==> src/rtl/pwm_phase_pkg.sv <==
package pwm_phase_pkg;
  localparam int unsigned EN_BIT    = 31;
  localparam int unsigned UPD_BIT   = 30;
  localparam int unsigned INC_LSB   = 8;
  localparam int unsigned THR_W     = 8;
  localparam int unsigned WIN_SHIFT = 10;
  localparam int unsigned WORD_W    = 32;

  typedef logic [THR_W-1:0] thr_t;
endpackage

==> src/rtl/pwm_addr_decode.sv <==
module pwm_addr_decode
  import pwm_phase_pkg::*;
#(
  parameter int unsigned N_CH   = 2,
  parameter int unsigned ADDR_W = 12
) (
  input  logic              clk,
  input  logic              rst_n,
  input  logic              wr_en_i,
  input  logic [ADDR_W-1:0] addr_i,
  output logic [N_CH-1:0]   wr_sel_o,
  output logic [N_CH-1:0]   rd_sel_o
);
  localparam int unsigned IDX_W = ADDR_W - WIN_SHIFT;

  logic [IDX_W-1:0] idx;
  logic             off_zero;
  logic             in_range;

  assign idx      = addr_i[ADDR_W-1:WIN_SHIFT];
  assign off_zero = (addr_i[WIN_SHIFT-1:0] == '0);
  assign in_range = (32'(idx) < N_CH);

  for (genvar k = 0; k < N_CH; k++) begin : g_sel
    assign rd_sel_o[k] = off_zero && in_range && (idx == IDX_W'(k));
    assign wr_sel_o[k] = wr_en_i && rd_sel_o[k];
  end


  wr_sel_onehot_chk: assert property (@(posedge clk) disable iff (!rst_n)
    $onehot0(wr_sel_o));
endmodule

==> src/rtl/pwm_chan_regs.sv <==
module pwm_chan_regs
  import pwm_phase_pkg::*;
#(
  parameter int unsigned INC_W = 16
) (
  input  logic              clk,
  input  logic              rst_n,
  input  logic              wr_i,
  input  logic [WORD_W-1:0] wdata_i,
  input  logic              wrap_i,
  output logic              en_o,
  output logic [INC_W-1:0]  inc_act_o,
  output thr_t              thr_act_o,
  output logic [WORD_W-1:0] rdata_o
);
  logic             en_q, en_d;
  logic             pend_q, pend_d;
  logic [INC_W-1:0] inc_stg_q, inc_stg_d;
  thr_t             thr_stg_q, thr_stg_d;
  logic [INC_W-1:0] inc_act_q, inc_act_d;
  thr_t             thr_act_q, thr_act_d;
  logic             commit;

  // Commit on the next clock when idle, at an overflow when running.
  assign commit = pend_q && (!en_q || wrap_i);

  always_comb begin
    en_d      = en_q;
    inc_stg_d = inc_stg_q;
    thr_stg_d = thr_stg_q;
    pend_d    = pend_q && !commit;
    if (wr_i) begin
      en_d      = wdata_i[EN_BIT];
      inc_stg_d = wdata_i[INC_LSB +: INC_W];
      thr_stg_d = wdata_i[THR_W-1:0];
      pend_d    = pend_d || wdata_i[UPD_BIT];
    end
    inc_act_d = commit ? inc_stg_q : inc_act_q;
    thr_act_d = commit ? thr_stg_q : thr_act_q;
  end

  always_ff @(posedge clk or negedge rst_n) begin
    if (!rst_n) begin
      en_q      <= 1'b0;
      pend_q    <= 1'b0;
      inc_stg_q <= '0;
      thr_stg_q <= '0;
      inc_act_q <= '0;
      thr_act_q <= '0;
    end else begin
      en_q      <= en_d;
      pend_q    <= pend_d;
      inc_stg_q <= inc_stg_d;
      thr_stg_q <= thr_stg_d;
      inc_act_q <= inc_act_d;
      thr_act_q <= thr_act_d;
    end
  end

  always_comb begin
    rdata_o                   = '0;
    rdata_o[EN_BIT]           = en_q;
    rdata_o[UPD_BIT]          = pend_q;
    rdata_o[INC_LSB +: INC_W] = inc_stg_q;
    rdata_o[THR_W-1:0]        = thr_stg_q;
  end

  assign en_o      = en_q;
  assign inc_act_o = inc_act_q;
  assign thr_act_o = thr_act_q;


  active_hold_chk: assert property (@(posedge clk) disable iff (!rst_n)
    !pend_q |=> ($stable(inc_act_q) && $stable(thr_act_q)));


  idle_commit_chk: assert property (@(posedge clk) disable iff (!rst_n)
    (pend_q && !en_q && !wr_i) |=> !pend_q);
endmodule

==> src/rtl/pwm_phase_core.sv <==
module pwm_phase_core
  import pwm_phase_pkg::*;
#(
  parameter int unsigned INC_W = 16
) (
  input  logic             clk,
  input  logic             rst_n,
  input  logic             en_i,
  input  logic [INC_W-1:0] inc_i,
  input  thr_t             thr_i,
  output logic             wrap_o,
  output logic             pwm_o
);
  logic [INC_W-1:0] acc_q, acc_d;
  logic [INC_W:0]   sum;

  assign sum    = {1'b0, acc_q} + {1'b0, inc_i};
  assign wrap_o = en_i && sum[INC_W];

  always_comb begin
    acc_d = '0;
    if (en_i) acc_d = sum[INC_W-1:0];
  end

  always_ff @(posedge clk or negedge rst_n) begin
    if (!rst_n) acc_q <= '0;
    else        acc_q <= acc_d;
  end

  assign pwm_o = en_i && (acc_q[INC_W-1 -: THR_W] >= thr_i);


  idle_phase_zero_chk: assert property (@(posedge clk) disable iff (!rst_n)
    (!en_i && $past(!en_i)) |-> (acc_q == '0));
endmodule

==> src/rtl/pwm_phase_ctrl.sv <==
module pwm_phase_ctrl
  import pwm_phase_pkg::*;
#(
  parameter int unsigned N_CH   = 2,
  parameter int unsigned INC_W  = 16,
  parameter int unsigned ADDR_W = 12
) (
  input  logic              clk,
  input  logic              rst_n,
  input  logic              wr_en_i,
  input  logic [ADDR_W-1:0] addr_i,
  input  logic [31:0]       wdata_i,
  output logic [31:0]       rdata_o,
  output logic [N_CH-1:0]   pwm_o
);
  logic [1:0]        rst_sync_q;
  logic              rst_int_n;
  logic [N_CH-1:0]   wr_sel;
  logic [N_CH-1:0]   rd_sel;
  logic [N_CH-1:0]   ch_en;
  logic [N_CH-1:0]   ch_wrap;
  logic [31:0]       ch_rdata [N_CH];

  always_ff @(posedge clk or negedge rst_n) begin
    if (!rst_n) rst_sync_q <= 2'b00;
    else        rst_sync_q <= {rst_sync_q[0], 1'b1};
  end
  assign rst_int_n = rst_sync_q[1];

  pwm_addr_decode #(.N_CH(N_CH), .ADDR_W(ADDR_W)) u_dec (
    .clk      (clk),
    .rst_n    (rst_int_n),
    .wr_en_i  (wr_en_i),
    .addr_i   (addr_i),
    .wr_sel_o (wr_sel),
    .rd_sel_o (rd_sel)
  );

  for (genvar k = 0; k < N_CH; k++) begin : g_ch
    logic [INC_W-1:0] inc_act;
    thr_t             thr_act;

    pwm_chan_regs #(.INC_W(INC_W)) u_regs (
      .clk       (clk),
      .rst_n     (rst_int_n),
      .wr_i      (wr_sel[k]),
      .wdata_i   (wdata_i),
      .wrap_i    (ch_wrap[k]),
      .en_o      (ch_en[k]),
      .inc_act_o (inc_act),
      .thr_act_o (thr_act),
      .rdata_o   (ch_rdata[k])
    );

    pwm_phase_core #(.INC_W(INC_W)) u_core (
      .clk    (clk),
      .rst_n  (rst_int_n),
      .en_i   (ch_en[k]),
      .inc_i  (inc_act),
      .thr_i  (thr_act),
      .wrap_o (ch_wrap[k]),
      .pwm_o  (pwm_o[k])
    );


    off_low_chk: assert property (@(posedge clk) disable iff (!rst_int_n)
      !ch_en[k] |-> !pwm_o[k]);
  end

  always_comb begin
    rdata_o = '0;
    for (int k = 0; k < N_CH; k++) begin
      if (rd_sel[k]) rdata_o = ch_rdata[k];
    end
  end
endmodule

==> config.mk <==
export PLATFORM = sky130hd
export DESIGN_NAME = pwm_phase_ctrl
export DESIGN_NICKNAME = d
export VERILOG_FILES = /design/src/rtl/pwm_phase_pkg.sv /design/src/rtl/pwm_addr_decode.sv /design/src/rtl/pwm_chan_regs.sv /design/src/rtl/pwm_phase_core.sv /design/src/rtl/pwm_phase_ctrl.sv
export SDC_FILE = /design/constraint.sdc
export NUM_CORES = 1
export LEC_CHECK = 0
export BUFFER_PORTS_ARGS = -buffer_cell sky130_fd_sc_hd__buf_2
export CORE_UTILIZATION = 50
export CTS_BUF_LIST = sky130_fd_sc_hd__clkbuf_16
export CTS_CLUSTER_DIAMETER = 150
export DETAILED_ROUTE_END_ITERATION = 16
export GPL_TIMING_DRIVEN = 0
export PLACE_DENSITY = 0.85
export SYNTH_ARGS = -nofsm -noshare
export SYNTH_HDL_FRONTEND = slang
export SYNTH_SLANG_ARGS = --single-unit
==> constraint.sdc <==
create_clock -name clk -period 4.3 [get_ports clk]
set_clock_uncertainty 0.05 [all_clocks]
set_input_delay 0.43 -clock clk [delete_from_list [all_inputs] [get_ports clk]]
set_output_delay 0.43 -clock clk [all_outputs]
set_load 0.05 [all_outputs]
# ---- Yosys cells after proc, flatten, opt, wreduce, memory -nomap -nowiden
# Index checks and enable logic that the tools add are counted.
dict set report word_totals {
  register_bits 134
  input_bits 47
  wordCells 50
}
dict set report classes {
  n_addsub 2
  eq_ne 1
  n_reduce_logical 23
  mux 6
  order_cmp 3
}
# op n
set op_table {}
lappend op_table {{2-to-1 mux 32 bit} 2}
lappend op_table {{adder 16 x 16 -> 17 bit} 2}
lappend op_table {{2-to-1 mux 16 bit} 2}
lappend op_table {{greater-or-equal comparator 8 bit} 2}
lappend op_table {{logical AND 1 bit} 13}
lappend op_table {{logical NOT 10 bit} 1}
lappend op_table {{logical NOT 1 bit} 4}
lappend op_table {{logical OR 1 bit} 4}
lappend op_table {{== test 2 x 1 -> 1 bit (second input constant)} 1}
lappend op_table {{logical NOT 2 bit} 1}
lappend op_table {{less-than comparator 2 bit (second input constant)} 1}
lappend op_table {{2-to-1 mux 1 bit} 2}

# ---- Longest topological paths before layout
# Gate-level depths: netlist (run 1).
dict set report logic_depth {
  word_depth 8
  depth_mapped 10
}

# ---- Hierarchy
# From an unflattened synthesis (run 1), not the netlist that was laid out.
dict set report unflattened {
  hier_cells 632
  area_unflattened_um2 7368.3
}
# mod n_inst cells_per_inst area_each_um2
set modules_own_cells {}
lappend modules_own_cells {pwm_chan_regs 2 118 1940.6}
lappend modules_own_cells {pwm_phase_core 2 171 1496.4}
lappend modules_own_cells {pwm_phase_ctrl 1 45 411.6}
lappend modules_own_cells {pwm_addr_decode 1 9 82.6}

# ---- Worst setup path after synthesis (run 1)
# Ideal clock, no wire load.
dict set report synth_timing {
  kind {register -> register}
  startpoint {reg g_ch[1].u_regs.inc_act_q[0]}
  endpoint {reg g_ch[1].u_regs.inc_act_q[0]}
  arrival_time_ps 2550
  required_time_ps 4125
  slack_ps 1575
  stages_incl_launch_ff 10
  path_buffers 1
  setup_time_ps 125
  cell_sequence {dfrtp_1 -> ha_1 -> fa_1 -> a21o_1 -> a221o_1 -> o2111ai_2 -> a21oi_2 -> o21ai_4 -> buf_12 -> mux2_4}
}
dict set report synth_between {
  elab_chain_len 4
}
# item line_no
set synth_lines {}
lappend synth_lines {{start, declared} pwm_chan_regs.sv:20} ;# logic [INC_W-1:0] inc_act_q, inc_act_d;
lappend synth_lines {{start signal, assigned} pwm_chan_regs.sv:55} ;# inc_act_q <= inc_act_d;
lappend synth_lines {{adder 16 x 16 -> 17 bit} pwm_phase_core.sv:17} ;# assign sum = {1'b0, acc_q} + {1'b0, inc_i};
lappend synth_lines {{logical AND 1 bit} pwm_phase_core.sv:18} ;# assign wrap_o = en_i && sum[INC_W];
lappend synth_lines {{logical OR 1 bit} pwm_chan_regs.sv:25} ;# assign commit = pend_q && (!en_q || wrap_i);
lappend synth_lines {{logical AND 1 bit} pwm_chan_regs.sv:25}
# Every way passes these cells.
# A chain may end at the register's enable or synchronous reset.

# ---- Final worst setup path (run 1)
# Same ends and word-level chain as after synthesis.

==> results of run 1 <==
## layout by cell type (no fill, tap or decap), types with 14 or more instances in the layout
cell type  netlist  final
buf_2            6     73
a21o_1          21     21
mux2_4          24     24
clkbuf_16        0     17
inv_1           21     24
ha_1            48     48
o21ai_0         14     14
a21oi_1         32     32
mux2i_1         28     28
mux2_2          72     72
nor2_1          56     56
nand2_1         17     17
dfrtp_1        134    133
## through the flow
step	hold WS (ns)	util
CTS	0.201	0.598
floorplan	0.0844	-
detailed placement	0.168	0.558
finish	0.212	0.598
global placement	0.165	0.555
global route	0.208	0.598
## area by class of cell
class,instances,area [um2],area share
tap,180,225,0.0270
multi-input combinational,425,3550,0.427
sequential,134,3360,0.403
timing repair buffer,69,373,0.0448
clock buffer,17,425,0.0511
clock inverter,15,123,0.0147
buffer,27,194,0.0233
inverter,21,78.8,0.00946
## worst max-delay path: cells and delay by family (launching register included)
kind | cells | cell delay, ns
AO/OA/AOI/OAI | 5 | 1.33
adder cells (fa/ha/maj) | 2 | 0.65
buffers and inverters | 1 | 0.19
flip-flops | 1 | 0.39
multiplexers | 1 | 0.31
## timing repair
action,CTS,global route
hold endpoints to repair,2,0
resized for setup,0,0
hold buffers,1,0
## cell families after synthesis
| family | after synthesis | share of synthesized area |
|---|---|---|
| mux | 124 | 0.203 |
| xor+xnor | 19 | 0.0232 |
| buf+inv | 48 | 0.0381 |
| other cells | 2 | 0.00105 |
| fa+ha+maj | 50 | 0.0895 |
| simple gates | 120 | 0.0783 |
| compound gates | 105 | 0.0989 |
| flops | 134 | 0.468 |
## worst paths after layout
| path | startpoint | end | slack [ns] |
|---|---|---|---|
| worst max-delay path | g_ch[1].u_regs.inc_act_o[0] | g_ch[1].u_regs.inc_act_o[0] | 1.25 |
| worst min-delay path | wdata_i[8] | g_ch[1].u_regs.inc_stg_q[0] | 0.21 |
| worst max register to register | g_ch[1].u_regs.inc_act_o[0] | g_ch[1].u_regs.inc_act_o[0] | 1.25 |
| worst min register to register | rst_sync_q[0] | rst_sync_q[1] | 0.30 |
| max in group asynchronous | rst_sync_q[1] | g_ch[1].u_core.acc_q[14] | 2.97 |
| min in group asynchronous | rst_n | rst_sync_q[1] | 0.28 |
## report_power, final
group / internal (mW) / switching [mW] / leakage, nW / total, mW
combinational: 0.139 / 0.198 / 2.32 / 0.337
clock: 0.833 / 0.519 / 0.278 / 1.35
sequential: 1.31 / 0.0415 / 1.74 / 1.35
total: 2.28 / 0.758 / 4.34 / 3.04
## layer usage
layer | GRT usage | wire length (um)
met5 | 0 | 0
met4 | 0.127 | 672
met3 | 0.0459 | 674
met2 | 0.429 | 8990
met1 | 0.273 | 6430
## registers in the layout, summed over array words and instances, names as in the netlist
register               flops
g_ch.u_regs.en_o           2
g_ch.u_regs.thr_stg_q     16
g_ch.u_core.acc_q         32
rst_sync_q                 2
g_ch.u_regs.inc_act_o     32
g_ch.u_regs.pend_q         2
g_ch.u_regs.inc_stg_q     32
g_ch.u_regs.thr_act_o     16
==> flow_summary.toml, run 1 <==
[drt]
vias_per_cell = 5.73
drt_iter0_drc = 247
drc = 0
vias = 5084
ant_nets = 0
drt_wl_total_um = 16800
firstDrtPassIters = 6
wire_per_inst_um = 18.9

[synthesis]
synth_area_per_cell_um2 = 11.9
yosysSeqAreaShare = 0.468
synth_top_area_frac = 0.468
synth.cell_area_um2 = 7160
synth_common_cells = "dfrtp_1, mux2_2, nor2_1"
synth-edff-count = 0
ys_warn_count = 0
synth-seq-cells = 134
synthDistinctLibCells = 54
synthTopCellsByArea = "dfrtp_1, mux2_2, ha_1, mux2_4, mux2i_1"
synth_cells = 602
synth_flop_cell = "dfrtp_1"
yosysMostFrequentCell = "dfrtp_1"
synth_top_area_cell = "dfrtp_1"
async_reset_ff_frac = 1.00

[setup_path]
critPathLaunchType = "flip-flop"
worst-path-max-fanout = 10
cp_slowest_stage_delay_ns = 0.42
ff2ff_path_depth = 9
cp_data_required_time_ns = 4.55
path_cells = "ha_1 -> fa_1 -> a21o_1 -> a221o_1 -> o2111ai_2 -> a21oi_2 -> o21ai_4 -> buf_12 -> mux2_4"
cp_slowest_cell = "fa_1"
path_class = "reg -> reg"
crit_arrival_ns = 3.30
cp-end-kind = "flip-flop"

[place]
routabilityCongestion = 0.917
hpwl_um = 12100
dp.cells = 855
post-place-ws_ns = 1.31
placed_area_um2 = 7770
numPortBuffers = 67

[pwr]
ir_worst_vdd_uv = 216
power.leakage_nw = 4.34
power_mw = 3.04
p_per_area_nw_per_um2 = 364

[grt]
grt_max_degree = 68
antenna_found_initial = 0
grt-ovfl-total = 0
grtUsageTotal = 0.241
grt_pass1_vias = 5282
grt_pass1_wl_um = 26900

[cells_and_area]
finalNonFillerCells = 888
area.growth.synth_to_final_pct = 16.3
layout-drive-gt1-share = 0.301
fin_area_um2 = 8330
final_nets = 792
nFillCells = 994
antennaDiodeCount = 0

[sta]
post-route-period-util = 0.710
hold_viol = 0
fmax_ghz = 0.328
finalSetupViolCount = 0
rsz0062_at_grt = "no"
tightest_slew_ns = 0.888
max_slew_margin = 0.408
setup_ws_ns = 1.25
period_needed_ns = 3.05
slew_violations = 0
final.setup.tns_ns = 0

[min_path]
min_path_type = "in -> reg"
worstHoldPathCells = 2

[clock_tree]
clk_pin_slew_worst_paths_ns = 0.06
cts.sinks = 134
cts_buffer_depth = 2
htree_levels = 4
clk_root_buffer_cell = "clkbuf_16"
post-cts-setup-buffer-count = 0
clk_latency_ns = 0.41
numCtsBuffers = 17
tritoncts = "built"

[die]
dieArea_um2 = 14800
die_height_um = 122
num_rows = 43
die_x_um = 122
initial_core_util = 0.514
ios = 81
core-area_um2 = 13900

[run]
cap_violations = 0

[status]
status = "finished, final reports clean"
Power figures use the tool's default switching activity.
==> run 2: changes to the inputs <==
Clock period 4.3 ns to 2.55 ns, I/O delays scaled along.
==> flow_summary.toml, run 2 (synthesis gave the netlist of run 1 again) <==
[sta]
tightest_slew_ns = 0.870
period_needed_ns = 2.82
setup_ws_ns = -0.267
fmax_ghz = 0.355
final.setup.tns_ns = -8.12
post-route-period-util = 1.10
rsz0062_at_grt = "yes"
finalSetupViolCount = 48
whs_ns = 0.0241
slew_violations = 0
hold_viol = 0
max_slew_margin = 0.420

[setup_path]
cp_data_required_time_ns = 2.80
cp-end-kind = "flip-flop"
path_class = "reg -> reg"
ff2ff_path_depth = 9
regToRegStartpoint = "g_ch[1].u_core.acc_q[9]"
worst-path-max-fanout = 7
critPathLaunchType = "flip-flop"
r2r_end = "g_ch[1].u_regs.inc_act_o[15]"
crit_arrival_ns = 3.07
r2r_slack_ns = -0.27

[drt]
drt_wl_total_um = 20500
drt_iter0_drc = 522
wire_per_inst_um = 22.6
vias = 5635
drc = 0
ant_nets = 0
vias_per_cell = 6.21
firstDrtPassIters = 6

[pwr]
p_per_area_nw_per_um2 = 630
power.leakage_nw = 4.60
ir_worst_vdd_uv = 493

[place]
hpwl_um = 11900
post-place-ws_ns = -0.378
numPortBuffers = 67
routabilityCongestion = 0.905
dp.cells = 855
placed_area_um2 = 7780

[die]
num_rows = 43
ios = 81
die_height_um = 122
core-area_um2 = 13900
dieArea_um2 = 14800
initial_core_util = 0.514
die_x_um = 122

[clock_tree]
htree_levels = 4
clk_pin_slew_worst_paths_ns = 0.06
clk_latency_ns = 0.43
tritoncts = "built"
numCtsBuffers = 17
cts_buffer_depth = 2
clk_root_buffer_cell = "clkbuf_16"
cts.sinks = 134

[grt]
grt-ovfl-total = 0
grt_max_degree = 69
grt_pass1_vias = 5719
antenna_found_initial = 0
grtUsageTotal = 0.265
grt_pass1_wl_um = 29600

[cells_and_area]
final_cell_mix = "dfrtp_1, buf_2, nor2_1"
area.growth.synth_to_final_pct = 23.6
fin_area_um2 = 8850
final_common_cell = "dfrtp_1"
layout-drive-gt1-share = 0.348
final_nets = 812
finalNonFillerCells = 908
antennaDiodeCount = 0

[min_path]
min_from = "wdata_i[4]"
min_path_type = "in -> reg"
worstHoldPathCells = 2
hold_path_end = "g_ch[1].u_regs.thr_stg_q[4]"

[status]
violations = "setup timing"
status = "finished with violations"

[run]
cap_violations = 0
-- run 2: cell types whose count changed in the layout (fill, tap and decap cells not counted), moves of 5 or more --
cell | before | now
mux2_4 | 24 | 48
ha_1 | 48 | 43
mux2_2 | 72 | 48
inv_1 | 24 | 19
buf_4 | 8 | 21
-- run 2: critical path: stages, from the launching register on --
cell	delay, ns
dfrtp_1	0.42
ha_1	0.39
a21oi_1	0.36
o21ai_0	0.27
o2111ai_2	0.29
a21oi_2	0.12
o21ai_4	0.19
buf_4	0.18
buf_16	0.12
mux2_4	0.30
-- run 2: worst max path at each step --
stage                                 from                      endpoint  slack, ns
2_1_floorplan  g_ch[1].u_regs.inc_act_o[0]   g_ch[1].u_regs.inc_act_o[0]      -0.17
3_3_place_gp                 rst_sync_q[1]   g_ch[1].u_regs.thr_act_o[3]      -0.42
3_5_place_dp       g_ch[1].u_core.acc_q[0]   g_ch[1].u_regs.inc_act_o[3]      -0.38
4_1_cts            g_ch[1].u_core.acc_q[0]   g_ch[1].u_regs.inc_act_o[3]      -0.17
5_1_grt            g_ch[1].u_core.acc_q[0]  g_ch[1].u_regs.inc_act_o[15]      -0.33
6_report           g_ch[1].u_core.acc_q[9]  g_ch[1].u_regs.inc_act_o[15]      -0.27
-- run 2: stage by stage --
stage                     total power [mW]   util
after global placement                2.81  0.556
after detailed placement              2.85  0.558
final                                 5.58  0.635
after floorplan                       2.69      -
after global routing                  5.73  0.635
after CTS                             5.50  0.622
-- run 2: final cells by class --
type	count	area, um2
multi-input cells	425	3710
well taps	180	225
fillers	887	5080
repair buffers	92	677
clock buffers	17	425
clock inverters	15	210
inverters	21	78.8
plain buffers	24	164
flip-flops and latches	134	3360
-- run 2: routing by layer --
layer / global-route usage / routed length, um / up-vias
met5: 0 / 0 / -
li1: - / - / 2376
met3: 0.0468 / 1120 / 116
met1: 0.298 / 7510 / 2808
met2: 0.467 / 10500 / 335
met4: 0.161 / 1360 / 0
-- run 2: timing repair --
| item | CTS | global route |
|---|---|---|
| pin swaps | 11 | 12 |
| endpoints found under the hold margin | 2 | 0 |
| gates resized for setup | 17 | 35 |
| setup endpoints to repair | 50 | 50 |
| setup buffers | 15 | 4 |
| hold buffers | 1 | 0 |
| gates cloned | 2 | 2 |
-- run 2: power breakdown --
group,internal (mW),switching (mW)
logic,0.248,0.365
clock network,1.72,0.970
registers,2.20,0.0734
